[src/rtl/cd_pkg.sv]
package cd_pkg;
  localparam int unsigned CD_WORD_W = 10;
  localparam int unsigned CD_MARK_W = 7;
  // bit 0 is the first received bit: 0,0,1,1,1,1,1
  localparam logic [CD_MARK_W-1:0] CD_MARK = 7'b1111100;

  typedef enum logic {LANE0 = 1'b0, LANE1 = 1'b1} lane_e;

  function automatic lane_e other_lane(input lane_e l);
    return (l == LANE1) ? LANE0 : LANE1;
  endfunction
endpackage

[src/rtl/cd_window.sv]
module cd_window #(
  parameter int unsigned W      = 10,
  parameter int unsigned MW     = 7,
  parameter logic [MW-1:0] MARK = 7'b1111100
) (
  input  logic         clk,
  input  logic         rst_n,
  input  logic         bit_in,
  output logic [W-1:0] win,
  output logic         hit
);
  logic [W-1:0] sh;

  // window including the bit arriving at this edge; newest bit at the top
  assign win = {bit_in, sh[W-1:1]};
  assign hit = (win[MW-1:0] == MARK);

  always_ff @(posedge clk) begin
    if (!rst_n) sh <= '0;
    else        sh <= win;
  end
endmodule

[src/rtl/cd_framer.sv]
module cd_framer #(
  parameter int unsigned W = 10
) (
  input  logic clk,
  input  logic rst_n,
  input  logic hit,
  input  logic sync_en,
  input  logic nxt_is_b1,
  output logic launch,
  output logic realign
);
  localparam int unsigned CW = $clog2(W);
  localparam logic [CW-1:0] LAST = CW'(W - 1);

  logic [CW-1:0] cnt;
  logic          skip;
  logic          at_edge;

  assign at_edge = (cnt == LAST);
  assign realign = hit && sync_en && !at_edge;
  assign launch  = at_edge && !skip;

  always_ff @(posedge clk) begin
    if (!rst_n) begin
      cnt  <= '0;
      skip <= 1'b0;
    end else if (realign) begin
      cnt  <= '0;
      // drop one more boundary when the next launch would hit the wrong lane
      skip <= nxt_is_b1;
    end else if (at_edge) begin
      cnt  <= '0;
      skip <= 1'b0;
    end else begin
      cnt <= cnt + 1'b1;
    end
  end
endmodule

[src/rtl/cd_launcher.sv]
module cd_launcher #(
  parameter int unsigned W = 10
) (
  input  logic         clk,
  input  logic         rst_n,
  input  logic         launch,
  input  logic [W-1:0] win,
  input  logic         hit,
  input  logic         sync_en,
  input  logic         sig_ok,
  output logic [W-1:0] word_q,
  output logic         bclk0,
  output logic         bclk1,
  output logic         flag,
  output logic         nxt_is_b1
);
  import cd_pkg::*;

  lane_e nxt;
  assign nxt_is_b1 = (nxt == LANE1);

  always_ff @(posedge clk) begin
    if (!rst_n) begin
      word_q <= '1;
      bclk0  <= 1'b0;
      bclk1  <= 1'b0;
      flag   <= 1'b0;
      nxt    <= LANE1;
    end else if (launch) begin
      word_q <= sig_ok ? win : '1;
      bclk1  <= (nxt == LANE1);
      bclk0  <= (nxt == LANE0);
      flag   <= hit && sync_en;
      nxt    <= other_lane(nxt);
    end else if (!sig_ok) begin
      word_q <= '1;
    end
  end
endmodule

[src/rtl/comma_deser.sv]
module comma_deser #(
  parameter int unsigned WORD_W = cd_pkg::CD_WORD_W,
  parameter int unsigned MARK_W = cd_pkg::CD_MARK_W,
  parameter logic [MARK_W-1:0] MARK = cd_pkg::CD_MARK
) (
  input  logic              clk,
  input  logic              rst_n,
  input  logic              ser_in,
  input  logic              sync_en,
  input  logic              sig_ok,
  output logic [WORD_W-1:0] rx_word,
  output logic              bclk0,
  output logic              bclk1,
  output logic              sync_flag
);
  logic [WORD_W-1:0] win_w;
  logic              hit_w;
  logic              launch_w;
  logic              realign_w;
  logic              nxt_b1_w;

  cd_window #(.W(WORD_W), .MW(MARK_W), .MARK(MARK)) u_win (
    .clk(clk), .rst_n(rst_n), .bit_in(ser_in), .win(win_w), .hit(hit_w)
  );

  cd_framer #(.W(WORD_W)) u_frm (
    .clk(clk), .rst_n(rst_n), .hit(hit_w), .sync_en(sync_en),
    .nxt_is_b1(nxt_b1_w), .launch(launch_w), .realign(realign_w)
  );

  cd_launcher #(.W(WORD_W)) u_lau (
    .clk(clk), .rst_n(rst_n), .launch(launch_w), .win(win_w), .hit(hit_w),
    .sync_en(sync_en), .sig_ok(sig_ok), .word_q(rx_word), .bclk0(bclk0),
    .bclk1(bclk1), .flag(sync_flag), .nxt_is_b1(nxt_b1_w)
  );
endmodule

[config.mk]
export PLATFORM = sky130hd
export DESIGN_NAME = comma_deser
export DESIGN_NICKNAME = d
export VERILOG_FILES = /design/src/rtl/cd_pkg.sv /design/src/rtl/cd_window.sv /design/src/rtl/cd_framer.sv /design/src/rtl/cd_launcher.sv /design/src/rtl/comma_deser.sv
export SDC_FILE = /design/constraint.sdc
export NUM_CORES = 1
export LEC_CHECK = 0
export BUFFER_PORTS_ARGS = -buffer_cell sky130_fd_sc_hd__buf_2
export CAP_MARGIN = 30
export CORE_MARGIN = 2
export CORE_UTILIZATION = 47
export CTS_CLUSTER_SIZE = 25
export DETAILED_ROUTE_END_ITERATION = 12
export GPL_TIMING_DRIVEN = 0
export HOLD_SLACK_MARGIN = 0.03
export PLACE_DENSITY = 0.72
export SLEW_MARGIN = 20
export SYNTH_ARGS = -nofsm -noshare
export SYNTH_HDL_FRONTEND = slang
export SYNTH_SLANG_ARGS = --single-unit
[constraint.sdc]
create_clock -name clk -period 1.2 [get_ports clk]
set_clock_uncertainty 0.2 [all_clocks]
set_input_delay 0.18 -clock clk [delete_from_list [all_inputs] [get_ports clk]]
set_output_delay 0.18 -clock clk [all_outputs]
set_load 0.01 [all_outputs]
==> summary.md <==
| Metric | Value |
|---|---|
| Final core occ | 70.3% |
| Crit path kind | register to register |
| Crit start category | register |
| PnR worst setup slack | -0.236 ns |
| Worst path bufs/invs | 2 |
| Hold path depth | 3 |
| CP cell instances | inv_2, ha_4, and4bb_2, buf_6, nand2_2, nand3_2 |
| Via count | 862 |
| Most frequent cells in the layout | nand2_1 (17), dfxtp_1 (17), buf_6 (13) |
| Clock Sinks | 28 |
| CTS tree | done |
| CP Capture Type | register |
| DR WL/cell | 14.2 um |
| Input/output buffers | 17 |
| Outcome | complete, but fails checks |
| Mapped Cells | 105 |
| Mean Syn Cell Area | between 9 and 10 um^2 |
| Net count after synthesis | around 110 |
| Post-Place Worst Slack | -0.249 ns |
| P per Cell Area | 1080 nW/um^2 |
| Pleak | 0.000595 uW |
| Std-Cell Rows | 16 |
| Final setup violation count | 19 |
| Post-Synthesis Cell Area | 993 um^2 |
| Placer Congestion | 0.725 |
| First-pass GRT wire length | 3.39 mm |
| Layer carrying the most global-route usage | met2 |
| #FFs+latches synth | 28 |
| Failing checks | negative setup slack |
| Worst Path Max Fanout | 5 |
| Setup_tns | -3.46 ns |
| Worst-margin pin slew | 0.314 ns |
| Die height | around 50 um |
| Worst r2r path cells | 6 |
| Die area | around 2500 um^2 |
| Final wirelength | approximately 2.3 mm |
| Vias in the first global route | between 700 and 800 |
| Initial antenna violation count | 0 |
| Starting Density | 50.1% |
| WHS | 0.0833 ns |
| Max Root-Sink Buffers | 2 |
| Met3 Usage GRT | 3.03% |
| Hold EP | u_lau.nxt_is_b1$_SDFFE_PN1P_ |
| H-tree levels | 1 |
| Grt met1 use | 22.6% |
| Max-cap violation count | 0 |
| Fmax | 697 MHz |
| Slew Limit Fails | 0 |
| Root buffer cell | clkbuf_4 |
| Delay of the slowest critical-path stage | 0.36 ns |
| HPWL Detailed | roughly 1.3 mm |
| CP top delay family | simple AND/OR/NAND/NOR gates |
| Hold Fails Final Rpt | 0 |
| R2r setup slk | -0.24 ns |
| Final critical-path required period | roughly 1.4 ns |
| Crit path arrival time | 1.45 ns |
| Tightest Hold Check Type | input port to register |
| CTS Buf Count | 3 |
| ANT nets after route | 0 |
| Total power | ~1500 uW |
| Unique masters post-synth | 21 |
| TritonRoute pass-1 iters | 4 |
| Reg2reg end | u_lau.word_q[8]$_SDFFE_PN1P_ |
| NumNets Final | 143 |
| Number of inserted diodes | 0 |
| Core box area | 1980 um^2 |
| CP max-delay cell | dfxtp_2 |
| Ys Warns | 0 |
| Global Route Usage Sum | 18.3% |
| Share of cells above drive strength 1 | roughly 47% |
| Fill count | 159 |
| Die X | approximately 50 um |
| Worst VDD drop | between 0.6 and 0.7 mV |
| Clk pin slew, worst setup/hold paths | 0.15 ns |
| Syn-to-layout area delta | 40.2% |
| DRC | 0 |
| R2R Path Start | u_frm.cnt[1]$_SDFF_PP0_ |
| Final period util | 120% |
| Avg Vias per Cell | 5.32 |
| Worst path required time | 1.22 ns |
| Sequential fraction of the synthesis area | 56.4% |
| Initial DRC count | 9 |
| GR Overflow Total | 0 |
| Largest net degree at the start of global routing | 16 |
| GR Util met2 | 29.1% |
| Skew-Pair Late Insertion Delay | ~0.32 ns |
| IO Pins | 18 |
| Hold Crit Start | rst_n |
| RSZ-0062 raised after global routing | yes |
| Rel. slew slack | 78.9% |
-- how the worst max path moves through the flow --
stage / slack (ns) / cells after the start / endpoint / start
global route: -0.29 / 6 / u_lau.word_q[8]$_SDFFE_PN1P_ / u_frm.cnt[1]$_SDFF_PP0_
finish: -0.24 / 6 / u_lau.word_q[8]$_SDFFE_PN1P_ / u_frm.cnt[1]$_SDFF_PP0_
global placement: -0.22 / 5 / u_lau.word_q[7]$_SDFFE_PN1P_ / u_frm.cnt[0]$_SDFF_PP0_
detailed placement: -0.25 / 5 / u_lau.word_q[5]$_SDFFE_PN1P_ / u_frm.cnt[0]$_SDFF_PP0_
CTS: -0.21 / 6 / u_lau.word_q[2]$_SDFFE_PN1P_ / u_frm.cnt[1]$_SDFF_PP0_
floorplan: -0.12 / 6 / u_lau.word_q[5]$_SDFFE_PN1P_ / u_frm.cnt[1]$_SDFF_PP0_
-- stage by stage --
stage               cells  instance area, um^2
floorplan             105                 1010
global placement      149                 1130
detailed placement    149                 1130
CTS                   158                 1240
global route          162                 1390
finish                162                 1390
-- sequential cells by signal, indices dropped and copies added (netlist names) --
register / count
u_frm.cnt: 4
u_frm.skip: 1
u_lau.bclk0: 1
u_lau.bclk1: 1
u_lau.flag: 1
u_lau.nxt_is_b1: 1
u_lau.word_q: 10
u_win.sh: 9
-- metal layers --
layer  vias up  wire, um
met5         -         0
met4         0        91
met3         8        79
met2        22      1220
met1       424       916
li1        408         -
-- synth_stat cells --
cell | instances | area share [%]
nor2_1 | 4 | 1.5
inv_1 | 1 | 0.38
dfxtp_1 | 28 | 56
nand2b_1 | 1 | 0.63
and4_1 | 1 | 0.88
and2_1 | 10 | 6.3
nand4bb_1 | 2 | 2.3
a21boi_0 | 2 | 1.5
and4bb_2 | 2 | 2.5
nand3b_1 | 1 | 0.76
nand4_1 | 2 | 1.3
xnor2_1 | 1 | 0.88
buf_6 | 1 | 1.1
a21oi_1 | 1 | 0.50
nand3_1 | 14 | 7.1
buf_2 | 3 | 1.5
nand2_1 | 26 | 9.8
ha_1 | 2 | 2.5
o211ai_1 | 1 | 0.76
o21ai_0 | 1 | 0.50
xor2_1 | 1 | 0.88
-- worst min-delay path: stages --
cell and delay, ns:
buf_2 0.13, buf_2 0.19, nand3_1 0.09
-- final cells by class --
| class | count | area, um^2 | share of cell area (%) |
|---|---|---|---|
| Sequential cell | 28 | 577 | 41.4 |
| Multi-Input combinational cell | 72 | 488 | 35.0 |
| Timing Repair Buffer | 26 | 221 | 15.9 |
| Clock buffer | 4 | 36.3 | 2.61 |
| Tap cell | 27 | 33.8 | 2.43 |
| Buffer | 4 | 32.5 | 2.34 |
| Inverter | 1 | 3.75 | 0.270 |
-- logic make-up (layout without fill, tap and decap cells) --
kind of cell               count (synthesis)  after routing  share of synthesized area (%)
AOI/OAI and AO/OA                          5              5                           3.27
DFF                                       28             28                           56.4
buffers and inverters                      5             35                           3.02
adders and majority gates                  2              2                           2.52
xor gates and xnor gates                   2              2                           1.76
and+or+nand+nor                           63             63                           33.0
-- power breakdown --
| group | internal [uW] | total (uW) | switching, uW |
|---|---|---|---|
| Sequential | 944 | 957 | 12.7 |
| Clock | 185 | 456 | 271 |
| Combinational | 45.9 | 92.9 | 47.1 |
-- what timing repair did --
action / CTS / global route
pin swaps: 3 / 4
gates resized for setup: 9 / 33
hold buffers: 1 / 1
buffers inserted: 4 / 2
endpoints found under the setup margin: 21 / 32
endpoints found under the hold margin: 7 / 5
cloned: 0 / 1
Power figures use the tool's default switching activity.
